## config.mk

```make
export PLATFORM = sky130hd
export DESIGN_NAME = simd_alu
export DESIGN_NICKNAME = d
export VERILOG_FILES = /design/src/rtl/simd_alu_pkg.sv /design/src/rtl/simd_slice_add.sv /design/src/rtl/simd_seg_ctrl.sv /design/src/rtl/simd_alu.sv
export SDC_FILE = /design/constraint.sdc
export NUM_CORES = 1
export LEC_CHECK = 0
export ABC_CLOCK_PERIOD_IN_PS = 1100
export BUFFER_PORTS_ARGS = -buffer_cell sky130_fd_sc_hd__buf_2
export CORE_MARGIN = 2
export CORE_UTILIZATION = 58
export CTS_BUF_LIST = sky130_fd_sc_hd__clkbuf_4
export CTS_CLUSTER_DIAMETER = 50
export DETAILED_ROUTE_END_ITERATION = 8
export PLACE_DENSITY = 0.82
export SLEW_MARGIN = 20
export SYNTH_ARGS = -nofsm -noshare
export SYNTH_HDL_FRONTEND = slang
export SYNTH_SLANG_ARGS = --single-unit
```

## constraint.sdc

```tcl
create_clock -name clk_i -period 1.1 [get_ports clk_i]
set_clock_uncertainty 0.05 [all_clocks]
set_input_delay 0.11 -clock clk_i [delete_from_list [all_inputs] [get_ports clk_i]]
set_output_delay 0.11 -clock clk_i [all_outputs]
set_load 0.1 [all_outputs]
```

## src/rtl/simd_alu_pkg.sv

```systemverilog
package simd_alu_pkg;
  typedef enum logic [1:0] {
    MODE_W64 = 2'b00,
    MODE_W32 = 2'b01,
    MODE_B8  = 2'b10,
    MODE_RSV = 2'b11
  } mode_e;

  typedef enum logic [2:0] {
    OP_ADD = 3'b000,
    OP_SUB = 3'b001,
    OP_AND = 3'b010,
    OP_OR  = 3'b011,
    OP_XOR = 3'b100
  } op_e;
endpackage

```

## src/rtl/simd_slice_add.sv

```systemverilog
module simd_slice_add #(
  parameter int unsigned W = 8
) (
  input  logic [W-1:0] a_i,
  input  logic [W-1:0] b_i,
  input  logic         cin_i,
  output logic [W-1:0] sum_o,
  output logic         cout_o
);
  logic [W:0] full;
  assign full   = {1'b0, a_i} + {1'b0, b_i} + {{W{1'b0}}, cin_i};
  assign sum_o  = full[W-1:0];
  assign cout_o = full[W];
endmodule

```

## src/rtl/simd_seg_ctrl.sv

```systemverilog
module simd_seg_ctrl
  import simd_alu_pkg::*;
#(
  parameter int unsigned NUM_SLICE = 8
) (
  input  mode_e                mode_i,
  output logic [NUM_SLICE-1:0] seg_start_o
);
  localparam int unsigned HALF = NUM_SLICE / 2;

  // a slice starts a new element when its carry-in must be cut
  always_comb begin
    for (int i = 0; i < NUM_SLICE; i++) begin
      seg_start_o[i] = (i == 0) || (mode_i == MODE_B8) ||
                       ((mode_i == MODE_W32) && (i == HALF));
    end
  end
endmodule

```

## src/rtl/simd_alu.sv

```systemverilog
module simd_alu
  import simd_alu_pkg::*;
#(
  parameter  int unsigned DATA_W    = 64,
  parameter  int unsigned SLICE_W   = 8,
  localparam int unsigned NUM_SLICE = DATA_W / SLICE_W
) (
  input  logic                 clk_i,
  input  logic                 rst_ni,
  input  logic                 valid_i,
  input  logic [1:0]           mode_i,
  input  logic [2:0]           op_i,
  input  logic [DATA_W-1:0]    a_i,
  input  logic [DATA_W-1:0]    b_i,
  output logic                 valid_o,
  output logic [DATA_W-1:0]    result_o,
  output logic [NUM_SLICE-1:0] flags_o
);
  localparam int unsigned HALF = NUM_SLICE / 2;

  mode_e                mode;
  op_e                  op;
  logic                 is_sub, is_arith;
  logic [DATA_W-1:0]    b_eff, sum;
  logic [NUM_SLICE-1:0] seg_start, cin, cout;
  logic [DATA_W-1:0]    res_n;
  logic [NUM_SLICE-1:0] flag_n;

  assign mode     = mode_e'(mode_i);
  assign op       = op_e'(op_i);
  assign is_sub   = (op == OP_SUB);
  assign is_arith = (op == OP_ADD) || is_sub;
  assign b_eff    = is_sub ? ~b_i : b_i;

  simd_seg_ctrl #(.NUM_SLICE(NUM_SLICE)) u_seg (
    .mode_i      (mode),
    .seg_start_o (seg_start)
  );

  for (genvar g = 0; g < NUM_SLICE; g++) begin : g_slice
    if (g == 0) begin : g_first
      assign cin[g] = seg_start[g] & is_sub;
    end else begin : g_rest
      assign cin[g] = seg_start[g] ? is_sub : cout[g-1];
    end
    simd_slice_add #(.W(SLICE_W)) u_add (
      .a_i    (a_i[g*SLICE_W +: SLICE_W]),
      .b_i    (b_eff[g*SLICE_W +: SLICE_W]),
      .cin_i  (cin[g]),
      .sum_o  (sum[g*SLICE_W +: SLICE_W]),
      .cout_o (cout[g])
    );
  end

  always_comb begin
    flag_n = '0;
    if (is_arith) begin
      unique case (mode)
        MODE_B8:  flag_n = cout;
        MODE_W32: begin
          flag_n[0] = cout[HALF-1];
          flag_n[1] = cout[NUM_SLICE-1];
        end
        default:  flag_n[0] = cout[NUM_SLICE-1];
      endcase
    end
  end

  always_comb begin
    case (op)
      OP_ADD, OP_SUB: res_n = sum;
      OP_AND:         res_n = a_i & b_i;
      OP_OR:          res_n = a_i | b_i;
      OP_XOR:         res_n = a_i ^ b_i;
      default:        res_n = '0;
    endcase
  end

  always_ff @(posedge clk_i or negedge rst_ni) begin
    if (!rst_ni) begin
      valid_o  <= 1'b0;
      result_o <= '0;
      flags_o  <= '0;
    end else begin
      valid_o <= valid_i;
      if (valid_i) begin
        result_o <= res_n;
        flags_o  <= flag_n;
      end
    end
  end
endmodule

```

==> impl_table.tex, run 1 <==
\begin{tabular}{lr}
\hline
Metric & Value \\
\hline
\multicolumn{2}{l}{\textbf{Global routing}} \\
Residual overflow from global routing & 120 \\
GRT Util Overall & 0.785 \\
Maximum number of pins on one net before global-route repair & 80 \\
\multicolumn{2}{l}{\textbf{Yosys}} \\
Count of state elements after synthesis & 73 \\
Number of instances in the synthesized netlist & 1,152 \\
Primary flip-flop cell chosen by synthesis mapping & sky130\_fd\_sc\_hd\_\_dfrtp\_1 \\
Most frequently used cell type in the post-synthesis netlist & sky130\_fd\_sc\_hd\_\_ha\_1 \\
Library cell with the largest summed area after synthesis & sky130\_fd\_sc\_hd\_\_ha\_1 \\
Synth Cell Area & 9800 um\^{}2 \\
Number of distinct library cells after synthesis & about 70 \\
Main area contributors after synthesis & sky130\_fd\_sc\_hd\_\_ha\_1 24\%, sky130\_fd\_sc\_hd\_\_dfrtp\_1 19\%, sky130\_fd\_sc\_hd\_\_xnor2\_1 7.0\%, sky130\_fd\_sc\_hd\_\_inv\_1 5.9\%, sky130\_fd\_sc\_hd\_\_a22oi\_1 4.5\% \\
Avg Inst Size Synth & 8.50 um\^{}2 \\
Commonest cells post-synth & 186 x sky130\_fd\_sc\_hd\_\_ha\_1, 154 x sky130\_fd\_sc\_hd\_\_inv\_1, 87 x sky130\_fd\_sc\_hd\_\_nor2\_1 \\
Number of enable flip-flop cells after synthesis & 0 \\
Sequential share of the synthesized area & 0.186 \\
Syn. warnings & 0 \\
Fraction of synthesized cell area taken by the top area cell type & 0.238 \\
Async SR Flop Fraction & 1.00 \\
Net count after synthesis & 1,489 \\
\multicolumn{2}{l}{\textbf{Placement}} \\
Cell Count Post-Placement & 1,816 \\
Final HPWL DP & 30.0 mm \\
Number of buffers inserted by port buffering & 208 \\
Final weighted congestion of routability-driven global placement & 0.948 \\
\multicolumn{2}{l}{\textbf{CTS}} \\
Clk sinks & 73 \\
Clock Tree Buf Depth & 2 \\
Buffer cell driving the clock tree root & sky130\_fd\_sc\_hd\_\_clkbuf\_4 \\
Number of buffers inserted during clock tree synthesis & 9 \\
Total number of H-tree levels & 3 \\
\multicolumn{2}{l}{\textbf{Die}} \\
Initial Utilization & 0.593 \\
Number of primary I/O pins & 209 \\
Placement Rows & 47 \\
DIE HEIGHT & 134 um \\
Die span in x & roughly 130 um \\
\multicolumn{2}{l}{\textbf{Outcome}} \\
Result of the run & did not finish \\
Tool error & [ERROR GRT-0232] Routing congestion too high. Check the congestion heatmap in the GUI. \\
Stage at which the flow ended & global routing \\
\multicolumn{2}{l}{\textbf{Timing}} \\
Last worst endpoint in the global-route repair\_timing & result\_o[62]\$\_DFFE\_PN0P\_/D \\
Category of the worst endpoint & register input \\
\hline
\end{tabular}
==> metal layers <==
layer / overflow / track usage
met4: 51 / 0.829
met5: 0 / 0.125
met2: 67 / 0.946
met1: 1 / 0.790
met3: 1 / 0.628
==> cells by family after synthesis <==
logic type	Yosys count	synth area share
buffers and inverters	217	0.0931
multiplexers	29	0.0304
adder cells (fa/ha/maj)	201	0.268
AO/OA/AOI/OAI	352	0.250
flip-flops	73	0.186
XOR/XNOR	88	0.0787
AND/OR/NAND/NOR	192	0.0935
==> repair_timing <==
item	4_1_cts
endpoints found under the hold margin	75
hold buffers	2
gates resized for setup	66
pin swaps	44
setup endpoints to repair	145
gates cloned	1
buffers inserted	5
==> stage by stage <==
stage          area [um^2]   util  setup TNS [ps]  setup slack, ps
2_1_floorplan        10000      -         -458590           -11830
3_3_place_gp         14400  0.872         -492980           -12280
3_5_place_dp         14400  0.872         -527030           -13050
4_1_cts              14900  0.901         -457490           -11610
==> inputs of run 2 (changes only) <==
--- a/config.mk
+++ b/config.mk
@@ -8,11 +8,9 @@
 export ABC_CLOCK_PERIOD_IN_PS = 1100
 export BUFFER_PORTS_ARGS = -buffer_cell sky130_fd_sc_hd__buf_2
 export CORE_MARGIN = 2
-export CORE_UTILIZATION = 58
-export CTS_BUF_LIST = sky130_fd_sc_hd__clkbuf_4
-export CTS_CLUSTER_DIAMETER = 50
+export CORE_UTILIZATION = 40
 export DETAILED_ROUTE_END_ITERATION = 8
-export PLACE_DENSITY = 0.82
+export PLACE_DENSITY_LB_ADDON = 0.15
 export SLEW_MARGIN = 20
 export SYNTH_ARGS = -nofsm -noshare
 export SYNTH_HDL_FRONTEND = slang
==> run 2 against run 1 <==
  * The flow now finishes, with violations (negative setup slack)
  * Area after synthesis unchanged
  * Synthesized cell count unchanged
==> impl_table.tex, run 2 <==
\begin{tabular}{lr}
\hline
Metric & Value \\
\hline
\multicolumn{2}{l}{\textbf{Outcome}} \\
Result of the run & finished with violations \\
Violations in the final reports & negative setup slack \\
\multicolumn{2}{l}{\textbf{Routing}} \\
Total length of routed wires & $\sim$37 mm \\
Wire length per cell after detailed routing & 18.2 um \\
Number of routed nets with antenna violations & 0 \\
DR vias & 10,833 \\
Drt pass-1 iters & 5 \\
Via count normalized by instance count & 5.37 \\
Remaining design rule violation count & 0 \\
Violation count after the first detailed-route iteration & 582 \\
\multicolumn{2}{l}{\textbf{Timing}} \\
Max-slew headroom at the worst pin & 0.584 \\
Fraction of the cycle the final worst path needs & 11.7 \\
Post-route worst setup slack & -11,770 ps \\
Top achievable clock speed & 77.7 MHz \\
Total Negative Setup Slacks & -462,740 ps \\
Pins over their slew limit & 0 \\
Worst-margin pin slew & 623 ps \\
Final period demand of the worst path & 12,870 ps \\
RSZ-0062 raised after global routing & true \\
Final count of hold timing violations & 0 \\
Count of endpoints failing setup in the final report & about 130 \\
\multicolumn{2}{l}{\textbf{Layout}} \\
Registers with the highest flip-flop counts & result\_o (64), flags\_o (8), valid\_o (1) \\
Most frequent standard cell in the layout excluding fill and tap cells & sky130\_fd\_sc\_hd\_\_buf\_4 \\
Number of nets in the layout & 2,023 \\
Commonest cells after routing, fill and taps aside & 334 x sky130\_fd\_sc\_hd\_\_buf\_4, 183 x sky130\_fd\_sc\_hd\_\_ha\_1, 152 x sky130\_fd\_sc\_hd\_\_inv\_1 \\
Finished Core Util & 0.672 \\
Final non-filler cell area & 16,200 um\^{}2 \\
Ratio of cells with drive above 1 in the final layout & 0.449 \\
Number of flip-flops in the largest register & 64 \\
Area added between synthesis and finish & 65.8\% \\
Most flop-heavy register & result\_o \\
\multicolumn{2}{l}{\textbf{Die}} \\
Placement Rows & 57 (+21\%) \\
Die span in x & 160 um (+20\%) \\
Die area & 25,800 um\^{}2 \\
Initial Utilization & 0.405 (-0.188) \\
Number of primary I/O pins & 209 (unchanged) \\
Total core area & around 24,000 um\^{}2 \\
DIE HEIGHT & 160 um (+20\%) \\
\multicolumn{2}{l}{\textbf{Placement}} \\
Final weighted congestion of routability-driven global placement & 0.920 (-2.9\%) \\
Total placed instance area & 14,700 um\^{}2 (+2.0\%) \\
Number of buffers inserted by port buffering & 208 (unchanged) \\
Dpl ws & -12,710 ps (+339 ps) \\
Final HPWL DP & 27.0 mm (-9.9\%) \\
\multicolumn{2}{l}{\textbf{Yosys}} \\
Syn. warnings & 0 (unchanged) \\
Count of state elements after synthesis & 73 (unchanged) \\
Fraction of synthesized cell area taken by the top area cell type & 0.238 (unchanged) \\
Avg Inst Size Synth & 8.50 um\^{}2 (unchanged) \\
Combinational family with the most area after synthesis & adder cells \\
Fraction of the mapped netlist area in compound gates & 0.250 (unchanged) \\
Net count after synthesis & 1,489 (unchanged) \\
Fraction of the mapped netlist area in simple logic gates & 0.0935 (unchanged) \\
Number of instances in the synthesized netlist & 1,152 (unchanged) \\
Synth Cell Area & 9800 um\^{}2 (unchanged) \\
Most frequently used cell type in the post-synthesis netlist & sky130\_fd\_sc\_hd\_\_ha\_1 \\
Primary flip-flop cell chosen by synthesis mapping & sky130\_fd\_sc\_hd\_\_dfrtp\_1 \\
Xor-xnor portion of the synthesized cell area & 0.0787 (unchanged) \\
Sequential share of the synthesized area & 0.186 (unchanged) \\
Async SR Flop Fraction & 1.00 (unchanged) \\
Library cell with the largest summed area after synthesis & sky130\_fd\_sc\_hd\_\_ha\_1 \\
Adder-Cell Fraction of Synth Area & 0.268 (unchanged) \\
Number of distinct library cells after synthesis & 69 (unchanged) \\
Number of enable flip-flop cells after synthesis & 0 (unchanged) \\
Commonest cells post-synth & 186 x sky130\_fd\_sc\_hd\_\_ha\_1, 154 x sky130\_fd\_sc\_hd\_\_inv\_1, 87 x sky130\_fd\_sc\_hd\_\_nor2\_1 \\
Main area contributors after synthesis & sky130\_fd\_sc\_hd\_\_ha\_1 24\%, sky130\_fd\_sc\_hd\_\_dfrtp\_1 19\%, sky130\_fd\_sc\_hd\_\_xnor2\_1 7.0\%, sky130\_fd\_sc\_hd\_\_inv\_1 5.9\%, sky130\_fd\_sc\_hd\_\_a22oi\_1 4.5\% \\
Mux cell area share after synthesis & 0.0304 (unchanged) \\
\multicolumn{2}{l}{\textbf{Global routing}} \\
Global routing usage on met1 & 0.331 \\
Initial antenna violation count & 2 \\
Met2 track demand over resource in global routing & 0.518 \\
GRT Util Overall & 0.279 \\
Grt peak-use layer & met2 \\
Global-route wire length before repair & 56.9 mm \\
Vias in the first global route & 11,066 \\
Maximum number of pins on one net before global-route repair & 42 \\
GR met3 Demand/Resource & 0.0372 \\
Residual overflow from global routing & 0 \\
\multicolumn{2}{l}{\textbf{CTS}} \\
Total number of H-tree levels & 3 (unchanged) \\
Worst skew pair latency & 350 ps \\
Clock Tree Buf Depth & 2 (unchanged) \\
Buffer cell driving the clock tree root & sky130\_fd\_sc\_hd\_\_clkbuf\_16 \\
Clk sinks & 73 (unchanged) \\
Clock tree from TritonCTS & built \\
Number of buffers inserted during clock tree synthesis & 9 (unchanged) \\
Clk slew on worst S/H paths & 70 ps \\
\multicolumn{2}{l}{\textbf{Critical path}} \\
Crit path required time & 1280 ps \\
R2R cell count & 3 \\
Sort of element at the start of the critical path & input pin \\
Setup CP Type & in -> reg \\
Most used cell along the critical path & sky130\_fd\_sc\_hd\_\_fa\_2 \\
Levels on crit path & 60 \\
Crit-path leading delay family & adder cells \\
Worst setup EP type & flop \\
Worst path slowest cell & sky130\_fd\_sc\_hd\_\_or4\_1 \\
Crit path largest cell delay & 490 ps \\
Top fanout value on the critical path & 4 \\
Critical path buffers and inverters & 4 \\
Arrival time at the worst endpoint & about 13,000 ps \\
\multicolumn{2}{l}{\textbf{Hold path}} \\
Min-Delay Path Depth & 3 \\
Path type of the worst min-delay path & in -> reg \\
\multicolumn{2}{l}{\textbf{Power and ir drop}} \\
Internal power of the cells & $\sim$0.011 W \\
Sw frac & 0.436 \\
Leak & between 8 and 9 nW \\
Proportion of power drawn by flip-flops and latches & 0.185 \\
Power density over the cells & 1150 nW/um\^{}2 \\
Clock network fraction of design power & 0.191 \\
Sw Pwr & roughly 0.0081 W \\
Final total power & 0.0186 W \\
Gate power share & 0.623 \\
Peak supply drop & roughly 0.75 mV \\
\multicolumn{2}{l}{\textbf{Run}} \\
Total of max-cap violations & 0 \\
\hline
\end{tabular}
-- run 2: per-stage QoR --
step | instances | hold WS (ps)
after floorplan | 1152 | -236
after global placement | 1936 | 57.4
after detailed placement | 1936 | 58.3
after CTS | 1991 | 171
after global routing | 2016 | 200
final | 2017 | 182
-- run 2: layer usage --
metal / part of all wire / vias to the layer above
li1: - / 5168
met1: 0.41 / 5262
met2: 0.51 / 343
met3: 0.054 / 60
met4: 0.027 / 0
met5: 0 / -
-- run 2: power groups by stage --
stage               Sequential, W  Clock [W]  Combinational [W]
detailed placement        0.00347          0             0.0104
finish                    0.00345    0.00356             0.0116
floorplan                 0.00582          0            0.00350
CTS                       0.00345    0.00360             0.0111
global placement          0.00348          0             0.0102
global route              0.00349    0.00369             0.0123
-- run 2: repair_timing --
action,CTS,global route
setup endpoints to repair,144,144
gates resized for setup,102,67
gates cloned,1,0
hold buffers,1,0
pin swaps,108,63
setup buffers,47,28
endpoints found under the hold margin,73,0
-- run 2: path summary, 6_finish.rpt --
check                                               from                  endpoint  slack [ps]
worst min register to register  result_o[50]$_DFFE_PN0P_  result_o[50]$_DFFE_PN0P_         490
worst max-delay path                             op_i[2]    flags_o[0]$_DFFE_PN0P_      -11770
min in group asynchronous                         rst_ni  result_o[39]$_DFFE_PN0P_         220
max in group asynchronous                         rst_ni  result_o[31]$_DFFE_PN0P_         330
worst max register to register  result_o[46]$_DFFE_PN0P_  result_o[46]$_DFFE_PN0P_         -70
worst min-delay path                             valid_i  result_o[18]$_DFFE_PN0P_         180
-- run 2: kinds of logic after synthesis --
kind of cell / count (synthesis)
AND/OR/NAND/NOR: 192
multiplexers: 29
AO/OA/AOI/OAI: 352
adder cells (fa/ha/maj): 201
buffers and inverters: 217
XOR/XNOR: 88
flip-flops: 73
-- run 2: area by class of cell --
cell class	count	area [um^2]
fillers	1950	7930
multi-input cells	862	7800
repair buffers	585	5270
flip-flops and latches	73	1840
inverters	155	582
well taps	324	405
clock buffers	9	225
clock inverters	7	119
diodes	2	5.00
-- run 2: worst register-to-register path, cell delays in order, from the launching register on --
cell and delay, ps:
sky130_fd_sc_hd__dfrtp_1 400, sky130_fd_sc_hd__buf_4 140, sky130_fd_sc_hd__a222oi_1 330, sky130_fd_sc_hd__nand3_1 100
Power figures use the tool's default switching activity.
